`config.mk`:
```
export PLATFORM = sky130hd
export DESIGN_NAME = csr_ctrl_status
export DESIGN_NICKNAME = d
export VERILOG_FILES = /design/src/rtl/csr_pkg.sv /design/src/rtl/csr_sat_flag.sv /design/src/rtl/csr_cache_field.sv /design/src/rtl/csr_int_enable.sv /design/src/rtl/csr_pdn_ctrl.sv /design/src/rtl/csr_ctrl_status.sv
export SDC_FILE = /design/constraint.sdc
export NUM_CORES = 1
export LEC_CHECK = 0
export ABC_AREA = 0
export BUFFER_PORTS_ARGS = -buffer_cell sky130_fd_sc_hd__buf_2
export CAP_MARGIN = 20
export CORE_MARGIN = 8
export CORE_UTILIZATION = 32
export CTS_CLUSTER_SIZE = 10
export DETAILED_ROUTE_END_ITERATION = 6
export PLACE_DENSITY = 0.84
export SLEW_MARGIN = 20
export SYNTH_ARGS = -nofsm -noshare
export SYNTH_HDL_FRONTEND = slang
export SYNTH_HIERARCHICAL = 1
export SYNTH_SLANG_ARGS = --single-unit
```
`constraint.sdc`:
```
create_clock -name clk -period 1.2 [get_ports clk]
set_input_delay 0.3 -clock clk [delete_from_list [all_inputs] [get_ports clk]]
set_output_delay 0.3 -clock clk [all_outputs]
set_load 0.01 [all_outputs]
```
`src/rtl/csr_pkg.sv`:
```
package csr_pkg;

    localparam int XLEN     = 32;
    localparam int PD_W     = 6;
    localparam int CM_W     = 3;
    localparam int PD_LSB   = 10;
    localparam int SAT_BIT  = 9;
    localparam int PCC_LSB  = 5;
    localparam int DCC_LSB  = 2;
    localparam int PGIE_BIT = 1;
    localparam int GIE_BIT  = 0;
    localparam int N_CACHE  = 2;
    localparam logic [15:0] ID_WORD = 16'h0203;

    typedef enum logic [2:0] {
        PS_RUN     = 3'd0,
        PS_PD1_EN  = 3'd1,
        PS_PD1_ANY = 3'd2,
        PS_PD2     = 3'd3,
        PS_PD3     = 3'd4
    } pd_state_e;

    typedef struct packed {
        logic [PD_W-1:0] pd;
        logic            sat;
        logic            endian;
        logic [CM_W-1:0] pcc;
        logic [CM_W-1:0] dcc;
        logic            pgie;
        logic            gie;
    } csr_low_t;

    typedef struct packed {
        logic      hit;
        pd_state_e st;
    } pd_dec_t;

    function automatic pd_dec_t decode_pd(input logic [PD_W-1:0] code);
        pd_dec_t d;
        d.hit = 1'b1;
        case (code)
            6'b001001: d.st = PS_PD1_EN;
            6'b010001: d.st = PS_PD1_ANY;
            6'b011010: d.st = PS_PD2;
            6'b011100: d.st = PS_PD3;
            default: begin
                d.hit = 1'b0;
                d.st  = PS_RUN;
            end
        endcase
        return d;
    endfunction

    function automatic logic cache_code_ok(input logic [CM_W-1:0] c);
        return (c == 3'b000) || (c == 3'b010);
    endfunction

endpackage

```
`src/rtl/csr_sat_flag.sv`:
```
module csr_sat_flag
    import csr_pkg::*;
#(
    parameter int N_UNITS = 4
) (
    input  logic               clk,
    input  logic               rst,
    input  logic [N_UNITS-1:0] sat_evt,
    input  logic               clr_req,
    output logic               sat_o
);
    logic set_dly;
    logic sat_q;

    // the event is registered once, then lands on the flag one edge later
    always_ff @(posedge clk) begin
        if (rst) begin
            set_dly <= 1'b0;
            sat_q   <= 1'b0;
        end else begin
            set_dly <= |sat_evt;
            if (set_dly)
                sat_q <= 1'b1;
            else if (clr_req)
                sat_q <= 1'b0;
        end
    end

    assign sat_o = sat_q;

    AST_SAT_DELAYED_SET: assert property (@(posedge clk) disable iff (rst)
        (|sat_evt) |=> ##1 sat_q);
    AST_SAT_NO_SOFT_SET: assert property (@(posedge clk) disable iff (rst)
        (!sat_q && !set_dly) |=> !sat_q);
    AST_SAT_SET_WINS: assert property (@(posedge clk) disable iff (rst)
        (set_dly && clr_req) |=> sat_q);

endmodule

```
`src/rtl/csr_cache_field.sv`:
```
module csr_cache_field
    import csr_pkg::*;
#(
    parameter int W = CM_W
) (
    input  logic         clk,
    input  logic         rst,
    input  logic         wr_acc,
    input  logic [W-1:0] code_in,
    output logic [W-1:0] code_o
);
    logic [W-1:0] code_q;

    always_ff @(posedge clk) begin
        if (rst)
            code_q <= '0;
        else if (wr_acc && cache_code_ok(code_in))
            code_q <= code_in;
    end

    assign code_o = code_q;

    AST_CACHE_LEGAL: assert property (@(posedge clk) disable iff (rst)
        (code_q == 3'b000) || (code_q == 3'b010));

endmodule

```
`src/rtl/csr_int_enable.sv`:
```
module csr_int_enable
    import csr_pkg::*;
(
    input  logic clk,
    input  logic rst,
    input  logic irq_taken,
    input  logic irq_return,
    input  logic wr_acc,
    input  logic wr_gie,
    input  logic wr_pgie,
    output logic gie_o,
    output logic pgie_o
);
    logic gie_q;
    logic pgie_q;

    always_ff @(posedge clk) begin
        if (rst) begin
            gie_q  <= 1'b0;
            pgie_q <= 1'b0;
        end else if (irq_taken) begin
            pgie_q <= gie_q;
            gie_q  <= 1'b0;
        end else if (irq_return) begin
            gie_q  <= pgie_q;
        end else if (wr_acc) begin
            gie_q  <= wr_gie;
            pgie_q <= wr_pgie;
        end
    end

    assign gie_o  = gie_q;
    assign pgie_o = pgie_q;

    AST_TAKEN_SAVES: assert property (@(posedge clk) disable iff (rst)
        irq_taken |=> (!gie_q && (pgie_q == $past(gie_q))));
    AST_RETURN_RESTORES: assert property (@(posedge clk) disable iff (rst)
        (irq_return && !irq_taken) |=> (gie_q == $past(pgie_q)));

endmodule

```
`src/rtl/csr_pdn_ctrl.sv`:
```
module csr_pdn_ctrl
    import csr_pkg::*;
(
    input  logic            clk,
    input  logic            rst,
    input  logic            wr_acc,
    input  logic [PD_W-1:0] code_in,
    input  logic            gie,
    input  logic            pend_enabled,
    input  logic            pend_any,
    input  logic            pend_reset,
    output pd_state_e       state_o
);
    pd_state_e st_q, st_d;
    pd_dec_t   dec;

    always_comb begin
        dec  = decode_pd(code_in);
        st_d = st_q;
        case (st_q)
            PS_RUN:     if (wr_acc && dec.hit) st_d = dec.st;
            PS_PD1_EN:  if (pend_enabled && gie) st_d = PS_RUN;
            PS_PD1_ANY: if (pend_enabled || pend_any) st_d = PS_RUN;
            PS_PD2,
            PS_PD3:     if (pend_reset) st_d = PS_RUN;
            default:    st_d = PS_RUN;
        endcase
    end

    always_ff @(posedge clk) begin
        if (rst)
            st_q <= PS_RUN;
        else
            st_q <= st_d;
    end

    assign state_o = st_q;

    AST_PD1_ENABLED_WAKE: assert property (@(posedge clk) disable iff (rst)
        (st_q == PS_PD1_EN && pend_enabled && gie) |=> (st_q == PS_RUN));
    AST_PD1_MASKED_HOLD: assert property (@(posedge clk) disable iff (rst)
        (st_q == PS_PD1_EN && !gie) |=> (st_q == PS_PD1_EN));
    AST_PD1_ANY_WAKE: assert property (@(posedge clk) disable iff (rst)
        (st_q == PS_PD1_ANY && pend_any) |=> (st_q == PS_RUN));
    AST_DEEP_HOLD: assert property (@(posedge clk) disable iff (rst)
        ((st_q == PS_PD2 || st_q == PS_PD3) && !pend_reset) |=> $stable(st_q));

endmodule

```
`src/rtl/csr_ctrl_status.sv`:
```
module csr_ctrl_status
    import csr_pkg::*;
#(
    parameter int   N_UNITS    = 4,
    parameter logic LITTLE_END = 1'b1
) (
    input  logic               clk,
    input  logic               rst,
    input  logic               wr_en,
    input  logic               wr_cond,
    input  logic [31:0]        wr_data,
    input  logic [N_UNITS-1:0] sat_evt,
    input  logic               irq_taken,
    input  logic               irq_return,
    input  logic               pend_enabled,
    input  logic               pend_any,
    input  logic               pend_reset,
    output logic [2:0]         pd_state,
    output logic [31:0]        rd_data
);
    localparam int CACHE_LSB [N_CACHE] = '{PCC_LSB, DCC_LSB};

    logic            wr_acc;
    logic            sat;
    logic            gie;
    logic            pgie;
    logic [CM_W-1:0] cm [N_CACHE];
    pd_state_e       pst;
    csr_low_t        low;
    logic            unused_bits;

    assign wr_acc      = wr_en && wr_cond;
    assign unused_bits = ^{wr_data[31:16], wr_data[8]};

    csr_sat_flag #(.N_UNITS(N_UNITS)) u_sat (
        .clk     (clk),
        .rst     (rst),
        .sat_evt (sat_evt),
        .clr_req (wr_acc && !wr_data[SAT_BIT]),
        .sat_o   (sat)
    );

    for (genvar i = 0; i < N_CACHE; i++) begin : g_cache
        csr_cache_field #(.W(CM_W)) u_cf (
            .clk     (clk),
            .rst     (rst),
            .wr_acc  (wr_acc),
            .code_in (wr_data[CACHE_LSB[i] +: CM_W]),
            .code_o  (cm[i])
        );
    end

    csr_int_enable u_ie (
        .clk        (clk),
        .rst        (rst),
        .irq_taken  (irq_taken),
        .irq_return (irq_return),
        .wr_acc     (wr_acc),
        .wr_gie     (wr_data[GIE_BIT]),
        .wr_pgie    (wr_data[PGIE_BIT]),
        .gie_o      (gie),
        .pgie_o     (pgie)
    );

    csr_pdn_ctrl u_pd (
        .clk          (clk),
        .rst          (rst),
        .wr_acc       (wr_acc),
        .code_in      (wr_data[PD_LSB +: PD_W]),
        .gie          (gie),
        .pend_enabled (pend_enabled),
        .pend_any     (pend_any),
        .pend_reset   (pend_reset),
        .state_o      (pst)
    );

    always_comb begin
        low.pd     = '0;
        low.sat    = sat;
        low.endian = LITTLE_END;
        low.pcc    = cm[0];
        low.dcc    = cm[1];
        low.pgie   = pgie;
        low.gie    = gie;
    end

    assign rd_data  = {ID_WORD, low};
    assign pd_state = pst;

    AST_COND_FALSE_HOLD: assert property (@(posedge clk) disable iff (rst)
        (wr_en && !wr_cond) |=> ($stable(cm[0]) && $stable(cm[1])));
    AST_COND_FALSE_NO_PD: assert property (@(posedge clk) disable iff (rst)
        (wr_en && !wr_cond && pst == PS_RUN) |=> (pst == PS_RUN));

endmodule

```
==> qor.txt, run 1 <==
status = finished clean
largest area contributor in the netlist = dfxtp_1
CP Class = register to register
H-tree Lvls = 1
Final nets = 176
DP Wirelength = 1.688 mm
Post-Syn Instances = 91
Seq/Total Area, Yosys = 31.52%
Die X = 66.80 um
Port Buffer Count = 39
Max Cap Viol = 0
worst reg2reg path depth = 3
CP Capture Type = register
largest net degree at the start of global routing = 11
sw power = 0.2373 mW
Initial Util = 33.64%
final setup violation count = 0
full die area = 4462 um2
Int Pwr = 0.6365 mW
worst hold slack = 0.2373 ns
minimum clock period = 1.116 ns
Core ar. = 2455 um2
clock latency on the worst-skew pair = 0.27 ns
Min-Delay Startpoint = sat_evt[0]
CP startpoint kind = register
Clk pin slew, worst setup/hold paths = 0.08 ns
routed len/inst = 11.98 um
Crit Reg-Reg Endpoint = u_pd/state_o[0]
commonest cells after routing, fill and taps aside = buf_2, conb_1, dfxtp_1, nand2b_1, nand2_1
Flop pwr share = 51.0%
Most used DFF post-synth = dfxtp_1
Worst R2R Start = u_pd/state_o[1]
Inserted Diodes = 0
commonest non-fill, non-tap cell in the layout = buf_2
root buf cell = clkbuf_4
synthesized cell area = 825.8 um2
Post-synth ARST share = 0%
fillcell total = 274
Avg Cell Area, Syn = 9.075 um2
Crit Path Max Fanout = 6
Hold WC Path Type = input pin to register
max-slew violation count = 0
layout cell share with drive strength beyond 1 = 38.46%
Num CTS Buffers = 3
Post-Route WL = 1.917 mm
Netlist cell types = 26
final clock skew = 0.005269 ns
Required @ worst endpoint = 1.41 ns
gpl congestion = 0.7703
Setup Fix Bufs, Post-CTS = 0
Final period util = 93.00%
Final Hold Fails = 0
vias per cell = 4.194
Sw Share = 27.16%
Worst Setup EP = u_pd/state_o[0]
worst setup path start = u_pd/state_o[1]
DR vias = 671
critical path arrival = 1.33 ns
CTS tree = built
VDD IR max = 0.4134 mV
area grow syn2layout = 18.48%
Pre-Repair DR Iteration Count = 4
CTS sink count = 13
number of global-route vias before repair = 637
Power Density = 893.0 nW/um2
grt total ovfl = 0
Leak = 0.4942 nW
top cells by area, synth = dfxtp_1, buf_4, nand2b_1, nor3b_1, nor3b_4
initial antenna violation count = 0
Ports = 80
RSZ-0062 raised after global routing = false
hold buffers post-CTS = 0
initial DRC count = 31
DIE HEIGHT = 66.80 um
yosys warns = 6
final setup TNS = 0 ns
Site Rows = 18
post-layout util = 39.86%
DRC = 0
post-synth top area share = 31.52%
r2r setup slk = 0.08 ns
EDFF count, synth = 0
clock tree buffer depth = 2
first-pass GRT wire length = 2.787 mm
Overall Global Routing Usage = 8.037%
clock share of power = 30.6%
FMAX = 0.8960 GHz
register bit total from synthesis = 13
Final ANT Viol Nets = 0
Gate power share = 18.4%
## logic make-up after synthesis
kind of cell	synth area share (%)
AO/OA/AOI/OAI	8.484
buffers and inverters	24.55
flip-flops	31.52
multiplexers	3.637
other	0.9094
AND/OR/NAND/NOR	30.91
## routing by layer
layer	global-route usage (%)	up-vias	wire, um	share of wire, %
li1	-	342	-	-
met1	9.556	287	868	45
met2	12.78	42	837	44
met3	2.852	0	212	11
met4	3.200	0	0	0
met5	0	-	0	0
## state kept, by name (all words and copies together) (netlist names)
register,flops
u_sat/set_dly,1
u_ie/gie_o,1
u_pd/state_o,3
u_sat/sat_o,1
g_cache.u_cf/code_o,6
u_ie/pgie_o,1
## timing repair
action | CTS | global route
gates resized for setup | 0 | 2
hold endpoints to repair | 0 | 0
endpoints found under the setup margin | 0 | 2
## cells in the mapped netlist, types with 2 or more instances
| cell type | number |
|---|---|
| and3b_1 | 2 |
| buf_4 | 26 |
| conb_1 | 2 |
| dfxtp_1 | 13 |
| nor3b_1 | 5 |
| a31o_1 | 2 |
| nor4_1 | 2 |
| nor3b_4 | 2 |
| nor2b_1 | 2 |
| nor2_1 | 3 |
| o21ai_0 | 2 |
| mux2i_1 | 3 |
| o22ai_1 | 2 |
| nor3_1 | 2 |
| inv_1 | 2 |
| nand2b_1 | 6 |
| nand2_1 | 6 |
## how the worst min path moves through the flow
stage / end / depth (start not counted)
2_1_floorplan: u_sat/sat_o / 1
3_3_place_gp: u_sat/sat_o / 2
3_5_place_dp: u_sat/sat_o / 2
4_1_cts: u_sat/set_dly / 3
5_1_grt: u_ie/gie_o / 2
6_report: u_sat/set_dly / 3
## final cells by class
cell class | count | area, um2 | area share (%)
repair buffers | 40 | 202.7 | 20.72
well taps | 30 | 37.54 | 3.836
flip-flops and latches | 13 | 262.8 | 26.85
clock buffers | 4 | 26.28 | 2.685
multi-input cells | 71 | 441.7 | 45.14
inverters | 2 | 7.507 | 0.7673
## critical path, cell delays in order, from the launching register on
cell and delay [ns]:
dfxtp_2 0.35, nor4b_2 0.34, and3b_1 0.23, a31o_1 0.14
## stage by stage
step	worst slack, ns	instances	total power, mW	cell area, um2
2_1_floorplan	0.05439	112	0.5978	904.6
3_3_place_gp	-0.1147	156	0.6112	949.7
3_5_place_dp	-0.1189	156	0.6139	949.7
4_1_cts	0.02467	160	0.8890	975.9
5_1_grt	0.01518	160	0.9341	978.4
6_report	0.08397	160	0.8738	978.4
## power groups by stage
stage          sequential [mW]  clock, mW  combinational (mW)
6_report                 0.445      0.267               0.161
5_1_grt                  0.448      0.307               0.179
4_1_cts                  0.446      0.285               0.158
3_5_place_dp             0.456          0               0.158
3_3_place_gp             0.456          0               0.155
2_1_floorplan            0.456          0               0.142
Note: power is estimated with default switching activity, not from simulation.
==> run 2, diff against run 1 <==
ABC_CLOCK_PERIOD_IN_PS = 1200   (was not set)
CORE_MARGIN = 5   (was 8)
CORE_UTILIZATION = 30   (was 32)
PLACE_DENSITY = 0.8   (was 0.84)
==> run 2 against run 1 <==
  * Fmax increased by 0.32%
  * Die area decreased by 13%
  * Combinational power about the same
  * Register-to-register slack improved by 0.06 ns
==> qor.txt, run 2 (synthesis gave the netlist of run 1 again) <==
worst hold slack = 0.2239 ns (-0.01334 ns)
largest net degree at the start of global routing = 13 (+2)
non-filler cells, final = 162 (+1.3%)
Inserted Diodes = 0 (unchanged)
Sw Share = 27.01% (-0.15 points)
Clk pin slew, worst setup/hold paths = 0.08 ns (about the same)
Final ANT Viol Nets = 0 (unchanged)
Required @ worst endpoint = 0.90 ns (-0.51 ns)
Min-Delay Startpoint = sat_evt[0]
RSZ-0062 raised after global routing = false
grt total ovfl = 0 (unchanged)
worst reg2reg path depth = 3 (unchanged)
Core ar. = 2686 um2 (+9.4%)
hold depth = 3 (unchanged)
crit path cell chain = buf_2
minimum clock period = 1.112 ns (-0.003550 ns)
Final Hold Fails = 0 (unchanged)
Site Rows = 19 (+1)
slowest CP cell = dfxtp_1
CP Class = register to output pin
Top delay family on crit path = flip-flops
DP Wirelength = 1.515 mm (-10%)
full die area = 3902 um2 (-13%)
layout cell share with drive strength beyond 1 = 38.93% (+0.47 points)
vias per cell = 4.154 (-0.94%)
status = finished clean
PnR Total Power = 0.8752 mW (+0.16%)
max reg flops = 6 (unchanged)
worst setup path start = u_ie/gie_o
min setup slack post-route = 0.08752 ns (+0.003550 ns)
placed cells = 158 (+1.3%)
max-slew violation count = 0 (unchanged)
CTS tree = built
Max Cap Viol = 0 (unchanged)
Port Buffer Count = 39 (unchanged)
Ports = 80 (unchanged)
area grow syn2layout = 19.55%
clock tree buffer depth = 2 (unchanged)
Initial Util = 30.74% (-2.9 points)
initial DRC count = 22 (-29%)
Post-Place Cell Area = 958.4 um2 (+0.92%)
Crit Reg-Reg Endpoint = u_pd/state_o[0]
DIE HEIGHT = 62.47 um (-6.5%)
Int Pwr = 0.6388 mW (+0.37%)
first-pass GRT wire length = 2.835 mm (+1.7%)
Crit Path Max Fanout = 4 (-2)
FMAX = 0.8989 GHz (+0.32%)
critical path arrival = 0.81 ns (-0.52 ns)
CP startpoint kind = register
Worst R2R Start = u_pd/state_o[1]
DRC = 0 (unchanged)
hold endpoint = u_sat/set_dly
routed len/inst = 10.60 um (-12%)
post-layout util = 36.75% (-3.1 points)
Num CTS Buffers = 3 (unchanged)
pre-CTS WS = -0.1142 ns (+0.004677 ns)
Final nets = 177 (+0.57%)
root buf cell = clkbuf_4
CP Capture Type = output pin
CTS sink count = 13 (unchanged)
DR vias = 673 (+0.30%)
fin area = 987.2 um2 (+0.90%)
Flop pwr share = 51.0% (about the same)
r2r setup slk = 0.14 ns (+0.06 ns)
clock latency on the worst-skew pair = 0.28 ns (about the same)
Pre-Repair DR Iteration Count = 4 (unchanged)
Die X = 62.47 um (-6.5%)
Gate power share = 18.4% (about the same)
gpl congestion = 0.7063 (-8.3%)
final setup violation count = 0 (unchanged)
fillcell total = 310 (+13%)
initial antenna violation count = 0 (unchanged)
commonest non-fill, non-tap cell in the layout = buf_2
Leak = 0.4993 nW (+1.0%)
final setup TNS = 0 ns (unchanged)
Overall Global Routing Usage = 8.673% (+0.64 points)
WP buf/inv = 1 (+1)
sw power = 0.2364 mW (-0.39%)
clock share of power = 30.6% (about the same)
commonest cells after routing, fill and taps aside = buf_2, conb_1, dfxtp_1, nand2b_1, nand2_1
CP max stage delay = 0.38 ns (+0.03 ns)
final clock skew = 0.007197 ns (+0.001929 ns)
Hold WC Path Type = input pin to register
H-tree Lvls = 1 (unchanged)
number of global-route vias before repair = 630 (-1.1%)
Post-Route WL = 1.717 mm (-10%)
Power Density = 886.5 nW/um2 (-0.73%)
Final period util = 92.71% (-0.30 points)
VDD IR max = 0.3051 mV (-26%)
run 2: changes by cell type in the layout (fill, tap and decap cells not counted):
cell	delta
buf_4	+1
run 2: power groups by stage:
| stage | clock [mW] | combinational, mW | sequential [mW] |
|---|---|---|---|
| after floorplan | 0 | 0.142 | 0.456 |
| after global placement | 0 | 0.157 | 0.456 |
| after detailed placement | 0 | 0.160 | 0.456 |
| after CTS | 0.278 | 0.160 | 0.446 |
| after global routing | 0.296 | 0.181 | 0.448 |
| final | 0.268 | 0.161 | 0.446 |
run 2: routing by layer:
| metal | up-vias | track usage, % | part of all wire, % |
|---|---|---|---|
| li1 | 341 | - | - |
| met1 | 294 | 9.881 | 41 |
| met2 | 36 | 13.73 | 45 |
| met3 | 2 | 5.036 | 13 |
| met4 | 0 | 2.387 | 0.82 |
| met5 | - | 0 | 0 |
run 2: timing repair:
item	in CTS	in global routing
setup buffers	0	0
endpoints found under the hold margin	0	0
gates resized for setup	0	2
endpoints found under the setup margin	0	2
hold buffers	0	0
run 2: worst max path at each step:
| stage | endpoint | slack (ns) | cells after the start |
|---|---|---|---|
| final | rd_data[0] | 0.09 | 1 |
| after global routing | rd_data[0] | 0.04 | 1 |
| after global placement | u_pd/state_o[0] | -0.11 | 5 |
| after floorplan | u_pd/state_o[0] | 0.05 | 4 |
| after CTS | pd_state[0] | 0.02 | 1 |
| after detailed placement | u_pd/state_o[0] | -0.11 | 5 |
run 2: final cells by class:
| class | instances | area, um2 | share of cell area, % |
|---|---|---|---|
| Multi-Input combinational cell | 71 | 441.7 | 44.74 |
| Sequential cell | 13 | 262.8 | 26.62 |
| Timing Repair Buffer | 41 | 210.2 | 21.29 |
| Tap cell | 31 | 38.79 | 3.929 |
| Clock buffer | 4 | 26.28 | 2.662 |
| Inverter | 2 | 7.507 | 0.7605 |
==> run 3, diff against run 2 <==
PLACE_DENSITY = not set   (was 0.8)
PLACE_DENSITY_LB_ADDON = 0.2   (was not set)
==> run 3 against run 2 <==
  * Sequential share of layout area grew 0.20 points
  * Clock power is essentially flat
  * Global-route usage shrank 0.41 points
  * Final area shrank 0.76%
  * Count of clock-buffer cells in the layout is the same
  * Setup slack lost 0.0070 ns
  * Sequential cell count is the same
  * Critical path depth is the same
  * Clock skew shrank 0.0023 ns
  * Highest routed layer is now met3
  * Core utilization shrank 0.28 points
  * Via count grew 0.30%
==> qor.txt, run 3 (synthesis gave the netlist of run 1 again) <==
Site Rows = 19 (unchanged)
worst hold slack = 0.2377 ns (+0.01380 ns)
DR vias = 675 (+0.30%)
clock latency on the worst-skew pair = 0.27 ns (about the same)
CP max stage delay = 0.40 ns (+0.02 ns)
DRC = 0 (unchanged)
Ports = 80 (unchanged)
min setup slack post-route = 0.08057 ns (-0.006952 ns)
minimum clock period = 1.119 ns (+0.006952 ns)
PnR Total Power = 0.8731 mW (-0.23%)
layout cell share with drive strength beyond 1 = 38.46% (-0.47 points)
r2r setup slk = 0.11 ns (-0.03 ns)
clock tree buffer depth = 2 (unchanged)
Overall Global Routing Usage = 8.259% (-0.41 points)
Final nets = 176 (-0.56%)
FMAX = 0.8933 GHz (-0.62%)
RSZ-0062 raised after global routing = false
Top delay family on crit path = flip-flops
vias per cell = 4.193 (+0.92%)
status = finished clean
Final period util = 93.29% (+0.58 points)
root buf cell = clkbuf_4
DIE HEIGHT = 62.47 um (unchanged)
full die area = 3902 um2 (unchanged)
initial DRC count = 15 (-32%)
Worst Setup EP = rd_data[0]
gpl congestion = 0.7435 (+5.3%)
commonest non-fill, non-tap cell in the layout = buf_2
CP Depth = 1 (unchanged)
final setup TNS = 0 ns (unchanged)
fillcell total = 295 (-4.8%)
final clock skew = 0.004894 ns (-0.002304 ns)
pre-CTS WS = -0.1598 ns (-0.04562 ns)
WP buf/inv = 1 (unchanged)
grt total ovfl = 0 (unchanged)
largest net degree at the start of global routing = 11 (-2)
VDD IR max = 0.5319 mV (+74%)
Final Hold Fails = 0 (unchanged)
Port Buffer Count = 39 (unchanged)
initial antenna violation count = 0 (unchanged)
H-tree Lvls = 1 (unchanged)
first-pass GRT wire length = 2.670 mm (-5.8%)
Power Density = 891.2 nW/um2 (+0.53%)
worst reg2reg path depth = 3 (unchanged)
CTS tree = built
CP Class = register to output pin
Inserted Diodes = 0 (unchanged)
slowest CP cell = dfxtp_1
Leak = 0.4942 nW (-1.0%)
Crit Path Max Fanout = 4 (unchanged)
worst setup path start = u_ie/gie_o
CTS sink count = 13 (unchanged)
Pre-Repair DR Iteration Count = 4 (unchanged)
Hold WC Path Type = input pin to register
Clk pin slew, worst setup/hold paths = 0.08 ns (about the same)
Crit Reg-Reg Endpoint = u_pd/state_o[0]
Worst R2R Start = u_pd/state_o[1]
Initial Util = 30.74% (unchanged)
max-slew violation count = 0 (unchanged)
crit path cell chain = buf_2
critical path arrival = 0.82 ns (about the same)
Num CTS Buffers = 3 (unchanged)
area grow syn2layout = 18.64%
Die X = 62.47 um (unchanged)
DP Wirelength = 1.553 mm (+2.4%)
Final ANT Viol Nets = 0 (unchanged)
number of global-route vias before repair = 589 (-6.5%)
max reg flops = 6 (unchanged)
final setup violation count = 0 (unchanged)
Max Cap Viol = 0 (unchanged)
CP startpoint kind = register
Required @ worst endpoint = 0.90 ns (about the same)
CP Capture Type = output pin
Core ar. = 2686 um2 (unchanged)
Post-Route WL = 1.804 mm (+5.1%)
commonest cells after routing, fill and taps aside = buf_2, conb_1, dfxtp_1, nand2b_1, nand2_1
routed len/inst = 11.20 um (+5.7%)
==> run 3: cell types whose count changed in the layout (fill, tap and decap cells not counted) <==
cell   delta
buf_4     -1
==> run 3: tightest hold or removal path, cell delays in order <==
cell and delay [ns]:
buf_2 0.08, nor4_1 0.03, nor2_1 0.06
==> run 3: layout make-up <==
type	count	area, um2	share of cell area (%)
repair buffers	40	202.7	20.69
well taps	31	38.79	3.959
multi-input cells	71	441.7	45.08
flip-flops and latches	13	262.8	26.82
inverters	2	7.507	0.7663
clock buffers	4	26.28	2.682
==> run 3: layer usage <==
layer,GRT usage [%],up-vias,wire [um]
met4,1.592,0,0
met2,12.69,35,831
li1,-,343,-
met5,0,-,0
met3,5.396,0,241
met1,9.642,297,731
==> run 3: power by group <==
| group | internal [mW] | leakage (nW) | switching [mW] |
|---|---|---|---|
| Clock | 0.129 | 0.0150 | 0.138 |
| Combinational | 0.0672 | 0.372 | 0.0930 |
| Sequential | 0.441 | 0.107 | 0.00528 |
| Total | 0.636 | 0.494 | 0.237 |
==> run 3: worst min-delay path by stage <==
stage               slack [ns]  cells past startpoint          start            end
global route              0.24                      2      irq_taken     u_ie/gie_o
detailed placement        0.42                      2  u_sat/set_dly    u_sat/sat_o
floorplan                 0.37                      1            rst    u_sat/sat_o
global placement          0.41                      2  u_sat/set_dly    u_sat/sat_o
CTS                       0.23                      3     sat_evt[0]  u_sat/set_dly
finish                    0.24                      3     sat_evt[0]  u_sat/set_dly
==> run 3: metrics by stage <==
step | util [%] | cells | area [um2]
2_1_floorplan | - | 112 | 904.6
3_3_place_gp | 35.40 | 157 | 950.9
3_5_place_dp | 35.40 | 157 | 950.9
4_1_cts | 36.38 | 161 | 977.2
5_1_grt | 36.47 | 161 | 979.7
6_report | 36.47 | 161 | 979.7
==> run 3: timing repair <==
item / 4_1_cts / 5_1_grt
setup endpoints to repair: 0 / 2
setup buffers: 0 / 0
hold buffers: 0 / 0
resized for setup: 0 / 2
